--- config.mk ---
export PLATFORM = sky130hd
export DESIGN_NAME = fine_time_counter
export DESIGN_NICKNAME = d
export VERILOG_FILES = /design/src/rtl/fine_time_pkg.sv /design/src/rtl/tc_regs.sv /design/src/rtl/tc_accum.sv /design/src/rtl/fine_time_counter.sv
export SDC_FILE = /design/constraint.sdc
export NUM_CORES = 1
export LEC_CHECK = 0
export ABC_CLOCK_PERIOD_IN_PS = 6000
export BUFFER_PORTS_ARGS = -buffer_cell sky130_fd_sc_hd__buf_2
export CORE_ASPECT_RATIO = 1.5
export CORE_MARGIN = 4
export CORE_UTILIZATION = 61
export CTS_CLUSTER_DIAMETER = 150
export DETAILED_ROUTE_END_ITERATION = 16
export GPL_TIMING_DRIVEN = 0
export PLACE_DENSITY = 0.82
export RECOVER_POWER = 100
export SYNTH_ARGS = -nofsm -noshare
export SYNTH_HDL_FRONTEND = slang
export SYNTH_HIERARCHICAL = 1
export SYNTH_SLANG_ARGS = --single-unit
--- constraint.sdc ---
create_clock -name clk -period 6 [get_ports clk]
set_input_delay 1.2 -clock clk [delete_from_list [all_inputs] [get_ports clk]]
set_output_delay 1.2 -clock clk [all_outputs]
set_load 0.01 [all_outputs]
--- src/rtl/fine_time_pkg.sv ---
package fine_time_pkg;

  parameter int unsigned TC_NS_W   = 40;
  parameter int unsigned TC_FRAC_W = 32;
  parameter int unsigned TC_DATA_W = 32;
  parameter int unsigned TC_ADDR_W = 3;
  parameter int unsigned TC_STEP   = 8;

  localparam int unsigned TC_T_W  = TC_NS_W + TC_FRAC_W;
  localparam int unsigned TC_HI_W = TC_NS_W - TC_DATA_W;

  typedef enum logic [TC_ADDR_W-1:0] {
    TC_A_FRAC = 3'd0,
    TC_A_NSLO = 3'd1,
    TC_A_NSHI = 3'd2,
    TC_A_RATE = 3'd3,
    TC_A_CTRL = 3'd4
  } tc_addr_e;

  // One tick of the combined {ns, fraction} value: nominal step plus or
  // minus the signed-magnitude correction, modulo the full width.
  function automatic logic [TC_T_W-1:0] tc_advance(
    input logic [TC_T_W-1:0]    cur,
    input logic [TC_DATA_W-1:0] adj
  );
    logic [TC_T_W-1:0] nominal;
    logic [TC_T_W-1:0] corr;
    nominal = {TC_NS_W'(TC_STEP), {TC_FRAC_W{1'b0}}};
    corr    = TC_T_W'(adj[TC_DATA_W-2:0]);
    if (adj[TC_DATA_W-1]) return cur + nominal - corr;
    else                  return cur + nominal + corr;
  endfunction

endpackage

--- src/rtl/tc_regs.sv ---
module tc_regs
  import fine_time_pkg::*;
(
  input  logic                  clk,
  input  logic                  rst_n,
  input  logic                  bus_wr_i,
  input  logic                  bus_rd_i,
  input  logic [TC_ADDR_W-1:0]  bus_addr_i,
  input  logic [TC_DATA_W-1:0]  bus_wdata_i,
  output logic [TC_DATA_W-1:0]  bus_rdata_o,
  input  logic [TC_NS_W-1:0]    live_ns_i,
  input  logic [TC_FRAC_W-1:0]  live_frac_i,
  output logic [TC_DATA_W-1:0]  rate_o,
  output logic                  run_o,
  output logic                  load_en_o,
  output logic [TC_NS_W-1:0]    load_ns_o,
  output logic [TC_FRAC_W-1:0]  load_frac_o,
  output logic                  latch_evt_o,
  output logic [TC_NS_W-1:0]    shadow_ns_o
);

  logic [TC_DATA_W-1:0] stage_lo_q;
  logic [TC_FRAC_W-1:0] stage_frac_q;
  logic [TC_DATA_W-1:0] rate_q;
  logic                 halt_q;
  logic [TC_NS_W-1:0]   shadow_q;

  logic wr_frac, wr_lo, wr_hi, wr_rate, wr_ctrl;

  always_comb begin
    wr_frac = bus_wr_i && (bus_addr_i == TC_A_FRAC);
    wr_lo   = bus_wr_i && (bus_addr_i == TC_A_NSLO);
    wr_hi   = bus_wr_i && (bus_addr_i == TC_A_NSHI);
    wr_rate = bus_wr_i && (bus_addr_i == TC_A_RATE);
    wr_ctrl = bus_wr_i && (bus_addr_i == TC_A_CTRL);
  end

  assign latch_evt_o = bus_rd_i && (bus_addr_i == TC_A_FRAC);
  assign load_en_o   = wr_hi;
  assign load_ns_o   = {bus_wdata_i[TC_HI_W-1:0], stage_lo_q};
  assign load_frac_o = stage_frac_q;

  always_ff @(posedge clk) begin
    if (!rst_n) begin
      stage_lo_q   <= '0;
      stage_frac_q <= '0;
      rate_q       <= '0;
      halt_q       <= 1'b1;
      shadow_q     <= '0;
    end else begin
      if (wr_lo)   stage_lo_q <= bus_wdata_i;
      if (wr_frac) stage_frac_q <= bus_wdata_i[TC_FRAC_W-1:0];
      else if (wr_hi) stage_frac_q <= '0;
      if (wr_rate) rate_q <= bus_wdata_i;
      if (wr_ctrl) halt_q <= bus_wdata_i[TC_DATA_W-1];
      if (latch_evt_o) shadow_q <= live_ns_i;
    end
  end

  always_comb begin
    bus_rdata_o = '0;
    if (bus_rd_i) begin
      case (bus_addr_i)
        TC_A_FRAC: bus_rdata_o = TC_DATA_W'(live_frac_i);
        TC_A_NSLO: bus_rdata_o = shadow_q[TC_DATA_W-1:0];
        TC_A_NSHI: bus_rdata_o = {{(TC_DATA_W-TC_HI_W){1'b0}}, shadow_q[TC_NS_W-1:TC_DATA_W]};
        TC_A_RATE: bus_rdata_o = rate_q;
        TC_A_CTRL: bus_rdata_o = {halt_q, {(TC_DATA_W-1){1'b0}}};
        default:   bus_rdata_o = '0;
      endcase
    end
  end

  assign rate_o      = rate_q;
  assign run_o       = !halt_q;
  assign shadow_ns_o = shadow_q;

endmodule

--- src/rtl/tc_accum.sv ---
module tc_accum
  import fine_time_pkg::*;
(
  input  logic                  clk,
  input  logic                  rst_n,
  input  logic                  adv_en_i,
  input  logic                  load_en_i,
  input  logic [TC_NS_W-1:0]    load_ns_i,
  input  logic [TC_FRAC_W-1:0]  load_frac_i,
  input  logic [TC_DATA_W-1:0]  rate_i,
  output logic [TC_NS_W-1:0]    ns_o,
  output logic [TC_FRAC_W-1:0]  frac_o
);

  logic [TC_T_W-1:0] time_q;
  logic [TC_T_W-1:0] time_next;

  assign time_next = tc_advance(time_q, rate_i);

  always_ff @(posedge clk) begin
    if (!rst_n)         time_q <= '0;
    else if (load_en_i) time_q <= {load_ns_i, load_frac_i};
    else if (adv_en_i)  time_q <= time_next;
  end

  assign ns_o   = time_q[TC_T_W-1:TC_FRAC_W];
  assign frac_o = time_q[TC_FRAC_W-1:0];

endmodule

--- src/rtl/fine_time_counter.sv ---
module fine_time_counter
  import fine_time_pkg::*;
(
  input  logic                  clk,
  input  logic                  rst_n,
  input  logic                  tick_i,
  input  logic                  bus_wr_i,
  input  logic                  bus_rd_i,
  input  logic [TC_ADDR_W-1:0]  bus_addr_i,
  input  logic [TC_DATA_W-1:0]  bus_wdata_i,
  output logic [TC_DATA_W-1:0]  bus_rdata_o,
  output logic [TC_NS_W-1:0]    time_ns_o,
  output logic [TC_FRAC_W-1:0]  time_frac_o,
  output logic                  running_o
);

  logic [TC_DATA_W-1:0] rate_q;
  logic                 run;
  logic                 load_en;
  logic [TC_NS_W-1:0]   load_ns;
  logic [TC_FRAC_W-1:0] load_frac;
  logic                 latch_evt;
  logic [TC_NS_W-1:0]   shadow_ns;
  logic                 adv_en;

  // A loading write suppresses the increment of a coincident tick.
  assign adv_en = run && tick_i && !load_en;

  tc_regs u_regs (
    .clk         (clk),
    .rst_n       (rst_n),
    .bus_wr_i    (bus_wr_i),
    .bus_rd_i    (bus_rd_i),
    .bus_addr_i  (bus_addr_i),
    .bus_wdata_i (bus_wdata_i),
    .bus_rdata_o (bus_rdata_o),
    .live_ns_i   (time_ns_o),
    .live_frac_i (time_frac_o),
    .rate_o      (rate_q),
    .run_o       (run),
    .load_en_o   (load_en),
    .load_ns_o   (load_ns),
    .load_frac_o (load_frac),
    .latch_evt_o (latch_evt),
    .shadow_ns_o (shadow_ns)
  );

  tc_accum u_accum (
    .clk         (clk),
    .rst_n       (rst_n),
    .adv_en_i    (adv_en),
    .load_en_i   (load_en),
    .load_ns_i   (load_ns),
    .load_frac_i (load_frac),
    .rate_i      (rate_q),
    .ns_o        (time_ns_o),
    .frac_o      (time_frac_o)
  );

  assign running_o = run;

endmodule

### Yosys cells after proc, flatten, opt, wreduce, memory -nomap -nowiden

Cells that the tools add are included.

| operators by class | value |
|---|---|
| $add $sub $neg | 3 |
| $mul | 0 |
| div/mod/pow operators | 0 |
| order comparisons | 0 |
| eq/ne operators | 4 |
| shift operators | 0 |
| mux-type cells | 7 |
| bitwise operators | 0 |
| reductions and logical operators | 13 |

Operators with widths:

| operator | number |
|---|---|
| $mux W72 | 3 |
| $pmux W32 S5 | 1 |
| $mux W32 | 3 |
| $add A72 B31 Y72 | 1 |
| $add A72 B36 Y72 const B | 1 |
| $sub A72 B31 Y72 | 1 |
| $logic_and A1 B1 Y1 | 8 |
| $eq A3 B2 Y1 const B | 2 |
| $reduce_bool A2 Y1 | 2 |
| $eq A3 B1 Y1 const B | 1 |
| $eq A3 B3 Y1 const B | 1 |
| $logic_not A3 Y1 | 1 |
| $logic_not A1 Y1 | 2 |

| storage, ports and cells | value |
|---|---|
| register bits | 209 |
| bits in latches | 0 |
| RAM bits | 0 |
| bits in read-only memories | 0 |
| input port bits | 40 |
| output and inout port bits | 105 |
| word-level logic and storage cells | 33 |
| memories kept | 0 |

### Depth between registers and ports, before layout

| logic depth | value |
|---|---|
| depth after elaboration | 6 |
| gate-level depth with buffers | 23 |
| gate-level depth less buffers | 21 |

### By module

The synthesis kept the hierarchy.

By module, submodules not included:

| module | instances | cells an instance | area an instance (um^2) | sequential area each (um^2) |
|---|---|---|---|---|
| tc_accum | 1 | 1293 | 9123.8 | 1441.4 |
| tc_regs | 1 | 645 | 5594.1 | 2742.6 |
| fine_time_counter | 1 | 1 | 8.8 | 0.0 |

### Worst setup path after synthesis

OpenSTA, ideal clock, no wires.

| path | value |
|---|---|
| path type | reg2reg |
| start point | register u_regs.rate_q[12] (netlist: u_regs/rate_o[12]) |
| end point | register u_accum.time_q[71] |
| library setup time | 0.128 ns |
| data arrival time | 4.898 ns |
| required time | 5.872 ns |
| setup slack | 0.974 ns |
| stages on the path, launching flop included | 20 |
| path buffers | 2 |
| period minus slack after synthesis | 5.026 ns |
| cell sequence | dfxtp_1 -> or4_4 -> or4_4 -> nor2_1 -> nand2_1 -> nor3_1 -> clkbuf_1 -> ha_1 -> mux2i_1 -> ha_1 -> clkbuf_1 -> and3_1 -> nand3_1 -> or3_1 -> a31oi_1 -> o211ai_1 -> a211oi_1 -> o311a_1 -> a21oi_1 -> o21bai_1 |

| between the ends | value |
|---|---|
| cells in the longest elaborated chain, start to end | 4 |
| elaborated cells on any way between the ends | 5 |
| classes of those cells | add/sub: 2; mux: 3 |

RTL lines:

| element | line | source |
|---|---|---|
| from (decl) | tc_regs.sv:24 | `logic [TC_DATA_W-1:0] rate_q;` |
| from (signal assigned) | tc_regs.sv:54 | `if (wr_rate) rate_q <= bus_wdata_i;` |
| $add A72 B31 Y72 / $sub A72 B31 Y72 (equally long branches) | fine_time_pkg.sv:31, fine_time_pkg.sv:30 |  |
| $mux W72 * | fine_time_pkg.sv:30 | `if (adj[TC_DATA_W-1]) return cur + nominal - corr;` |
| $mux W72 * | tc_accum.sv:23 | `else if (adv_en_i) time_q <= time_next;` |
| $mux W72 * | tc_accum.sv:22 | `else if (load_en_i) time_q <= {load_ns_i, load_frac_i};` |
| to (signal assigned) | tc_accum.sv:22 |  |
| to (signal assigned) | tc_accum.sv:23 |  |
| to (decl) | tc_accum.sv:15 | `logic [TC_T_W-1:0] time_q;` |

Mark *: on every way between the ends. The rest lies on a longest branch, timed or not. The select of a mux whose other input is x is not followed.
A chain may end at the register's enable or synchronous reset.

### Worst setup path in the final report

| path | value |
|---|---|
| start point | register u_accum.time_q[35] |
| end point | register u_accum.time_q[71] |

| between the ends | value |
|---|---|
| cells in the longest elaborated chain, start to end | 5 |
| elaborated cells on any way between the ends | 6 |
| classes of those cells | add/sub: 3; mux: 3 |

RTL lines:

| element | line |
|---|---|
| $add A72 B36 Y72 * | fine_time_pkg.sv:30, fine_time_pkg.sv:31 |
| $add A72 B31 Y72 / $sub A72 B31 Y72 (equally long branches) | fine_time_pkg.sv:31, fine_time_pkg.sv:30 |
| $mux W72 * | fine_time_pkg.sv:30 |
| $mux W72 * | tc_accum.sv:23 |
| $mux W72 * | tc_accum.sv:22 |

Marked as above.

==> results.md <==
- Status: complete, but fails checks
- Failing checks: max-capacitance violations, max-slew violations, negative setup slack
- Slew Viols, Final: 10
- Port bufs: 143
- Cts bufs inserted: 19
- Clock Pin Slew Worst Setup and Hold Paths: 0.07 ns
- Worst slew pin tran: just over 2 ns
- Fmax: between 0.15 and 0.2 GHz
- Detailed-placement wirelength estimate: approximately 50,000 um
- Startpoint Class: flop
- Setup_tns: -0.0370 ns
- CTS tree: yes
- Final worst-path cycle share: 101%
- Hold path startpoint: u_regs/shadow_ns_o[27]$_SDFFE_PN0P_
- Largest stage delay on the critical path: roughly 0.87 ns
- Non-filler cells, final: approximately 2,400
- Reg2Reg Depth: 16
- Critical path class: reg2reg
- Residual DRC: 0
- Synth unique cells: 73
- GPL Wtd Cong: around 1.1
- Reg-to-reg setup timing slack: -0.04 ns
- Placement Setup Slack: -1.38 ns
- #FFs+latches synth: approximately 210
- Horiz. Die Dim: around 130 um
- Sequential area share after synthesis: between 20% and 30%
- Sw Ratio: about two fifths
- Gate power share: 36.6%
- WP buf/inv: 0
- Fin nets: between 2,000 and 2,500
- YS warnings: 6
- Hold_buf cts: 0
- Clk_lat worst skew: between 0.5 and 0.6 ns
- P_int: roughly 2.7 mW
- Setup ws final: -0.0370 ns
- Net count after synthesis: between 2,000 and 2,500
- Worst min-delay path category: reg2reg
- Area Overhead vs Synth: 11.5%
- Clock power frac: between 20 and 30%
- Worst path required time: ~6.4 ns
- Synth Flop Type: dfxtp_1
- Row Count: 69
- Number of global-route vias before repair: approximately 16,000
- Synth top area share: between 20% and 30%
- Clock skew: about 0.019 ns
- Area leader, netlist: dfxtp_1
- Proportion of layout cells with a drive suffix above 1: under 10%
- Flop pwr share: 34.4%
- Die area: between 20,000 and 30,000 um^2
- Final ANT Viol Nets: 0
- Clock buffer depth: 3
- Avg WL per Cell: roughly 26 um
- Post-route minimum period: a little over 6 ns
- Detailed-route vias per instance: a little under 7
- Core ar.: about 24,000 um^2
- DRT Pass-1 Iters: 6
- Initial Util: just over 60%
- GRT Residual Overflow: 0
- Final hold violations: 0
- IO Pins: between 100 and 150
- Chip Height: 198 um
- Wirelength, routed: approximately 64,000 um
- R2R Path Start: u_accum/time_q[35]$_SDFFE_PN0P_
- H-tree depth: 1
- Placed insts: between 2,000 and 2,500
- Pwr Density: approximately 260 nW/um^2
- CP Max Fanout: 8
- Gr usage total: between 40% and 50%
- Final Core Density: 69.2%
- Final setup viols: 1
- WHS Endpoint: u_regs/shadow_ns_o[27]$_SDFFE_PN0P_
- Initial antenna violation count: 0
- Peak supply drop: 283 uV
- Leakage: 6.64 nW
- Critical Path AT: 6.47 ns
- Largest net degree at the start of global routing: 17
- Psw: 1.68 mW
- N_diodes: 0
- Tot Pwr: 4.33 mW
- Cell Area, Synth: between 10,000 and 15,000 um^2
- Crit path cell chain: ha_1 > nand3_1 > nor3_1 > nand4_1 > nor2_1 > xor2_1 > ha_1 > and3_1 > a221oi_1 > a21bo_2 > a22oi_1 > a21oi_1 > a221o_1 > o311a_1 > a21oi_1 > o21bai_1
- Slew HR: -36.7%
- Async S/R FF share, synth: 0%
- Critical path's slowest cell: nor3_1
- Crit end category: flop
- Worst r2r dst: u_accum/time_q[71]$_SDFFE_PN0P_
- Final instance area: approximately 16,000 um^2
- Synth top area cells: dfxtp_1 28%, ha_1 6.3%, a21oi_1 5.8%
- Top delay family on crit path: compound AO/OA/AOI/OAI gates
- Avg Inst Size Synth: between 7 and 8 um^2
- Via count: about 17,000
- WHS Path Cells: 2
- CTS root buf: clkbuf_16
- Num Clock Sinks: 209
- Area of placed instances: about 16,000 um^2
- Post-synth EDFFs: 0
- Initial DRC Count: ~2,200
- Worst hold margin: between 0.4 and 0.5 ns
- Synthesized instance count: ~1,900
- Max-Cap Viols: 1
- First-pass GRT wire length: between 90,000 and 100,000 um
layer usage:
metal  track usage (%)  vias to the layer above  wire (um)  share of wire, %
met2              74.3                     1280      28400                44
met3              8.29                      424       7250                11
met1              51.4                     7758      21100                33
met4              41.7                        0       7500                12
met5                 0                        -          0                 0
li1                  -                     7394          -                 -
area by class of cell:
class / instances / area (um^2)
Fill cell: 2118 / 7320
Tap cell: 319 / 399
Clock buffer: 23 / 510
Buffer: 154 / 626
Timing Repair Buffer: 147 / 617
Sequential cell: 209 / 4180
Clock inverter: 9 / 109
Multi-Input combinational cell: 1540 / 9850
Inverter: 35 / 131
sequential cells by signal (all words and copies together) (netlist names):
register / flops
u_regs/stage_lo_q: 32
u_regs/load_frac_o: 32
u_regs/shadow_ns_o: 40
u_regs/rate_o: 32
u_regs/halt_q: 1
u_accum/time_q: 72
how the worst max path moves through the flow:
| stage | start | to | slack [ns] | cells after the start |
|---|---|---|---|---|
| floorplan | u_regs/rate_o[12]$_SDFFE_PN0P_ | u_accum/time_q[71]$_SDFFE_PN0P_ | 0.97 | 19 |
| global placement | u_regs/rate_o[7]$_SDFFE_PN0P_ | u_accum/time_q[71]$_SDFFE_PN0P_ | -1.32 | 20 |
| detailed placement | u_regs/rate_o[7]$_SDFFE_PN0P_ | u_accum/time_q[71]$_SDFFE_PN0P_ | -1.38 | 20 |
| CTS | u_regs/rate_o[12]$_SDFFE_PN0P_ | u_accum/time_q[68]$_SDFFE_PN0P_ | 0.05 | 19 |
| global route | u_regs/rate_o[12]$_SDFFE_PN0P_ | u_accum/time_q[68]$_SDFFE_PN0P_ | -0.02 | 20 |
| finish | u_accum/time_q[35]$_SDFFE_PN0P_ | u_accum/time_q[71]$_SDFFE_PN0P_ | -0.04 | 16 |
worst min-delay path: stages (launching register included):
cell,delay (ns)
dfxtp_1,0.31
nand2_1,0.05
o21ai_0,0.06
synthesized netlist by cell type, types with 27 or more instances:
master / number
nand4_1: 27
dfxtp_1: 209
xnor2_1: 79
nand3_1: 146
a22o_1: 33
xor2_1: 40
and3_1: 36
inv_1: 34
a21oi_1: 171
nand2_1: 206
clkbuf_1: 113
mux2i_1: 65
a21o_1: 63
nor2_1: 127
o21ai_0: 170
a211oi_1: 27
ha_1: 74
layout by cell type (no fill, tap or decap), types with 8 or more instances in the layout:
cell type  netlist  layout
buf_1           10       9
xor2_1          40      40
clkbuf_1       113     231
nand2_1        206     206
o211ai_1        19      19
nor2_1         127     126
mux2i_1         65      65
a22o_1          33      33
o21ai_0        170     179
a31oi_1         11      10
ha_1            74      74
clkbuf_16        0      19
a21oi_1        171     170
and3_1          36      36
nand4_1         27      27
xnor2_1         79      79
o21a_1          11      11
a211o_1          9       9
o2bb2ai_1       23      23
nand3_1        146     146
buf_2           24      50
or3_1            9       9
nor3_1          21      19
o22ai_1         16      16
nand2b_1         8       8
o21bai_1        12      12
dfxtp_1        209     209
a31o_2          15      15
a211oi_1        27      25
and2_1          11       8
a21o_1          63      63
inv_1           34      34
buf_4            8      11
power groups by stage:
stage,clock (mW),sequential (mW),combinational [mW]
floorplan,0,1.50,1.03
global placement,0,1.51,1.47
detailed placement,0,1.51,1.49
CTS,1.25,1.48,1.51
global route,1.30,1.49,1.68
finish,1.26,1.49,1.58
cell families (layout without fill, tap and decap cells):
logic type | after synthesis | count (layout) | share of synthesized area, %
AO/OA/AOI/OAI | 645 | 645 | 27.9
XOR/XNOR | 119 | 119 | 7.08
adder cells (fa/ha/maj) | 75 | 75 | 6.42
buffers and inverters | 190 | 368 | 5.25
flip-flops | 209 | 209 | 28.4
multiplexers | 65 | 65 | 4.42
AND/OR/NAND/NOR | 636 | 636 | 20.6
repair_timing:
action / CTS / global route
buffers inserted: 2 / 1
pin swaps: 2 / 1
setup endpoints to repair: 43 / 22
gates cloned: 0 / 0
gates resized for setup: 15 / 7
No activity file was read; power rests on OpenSTA's default activity.
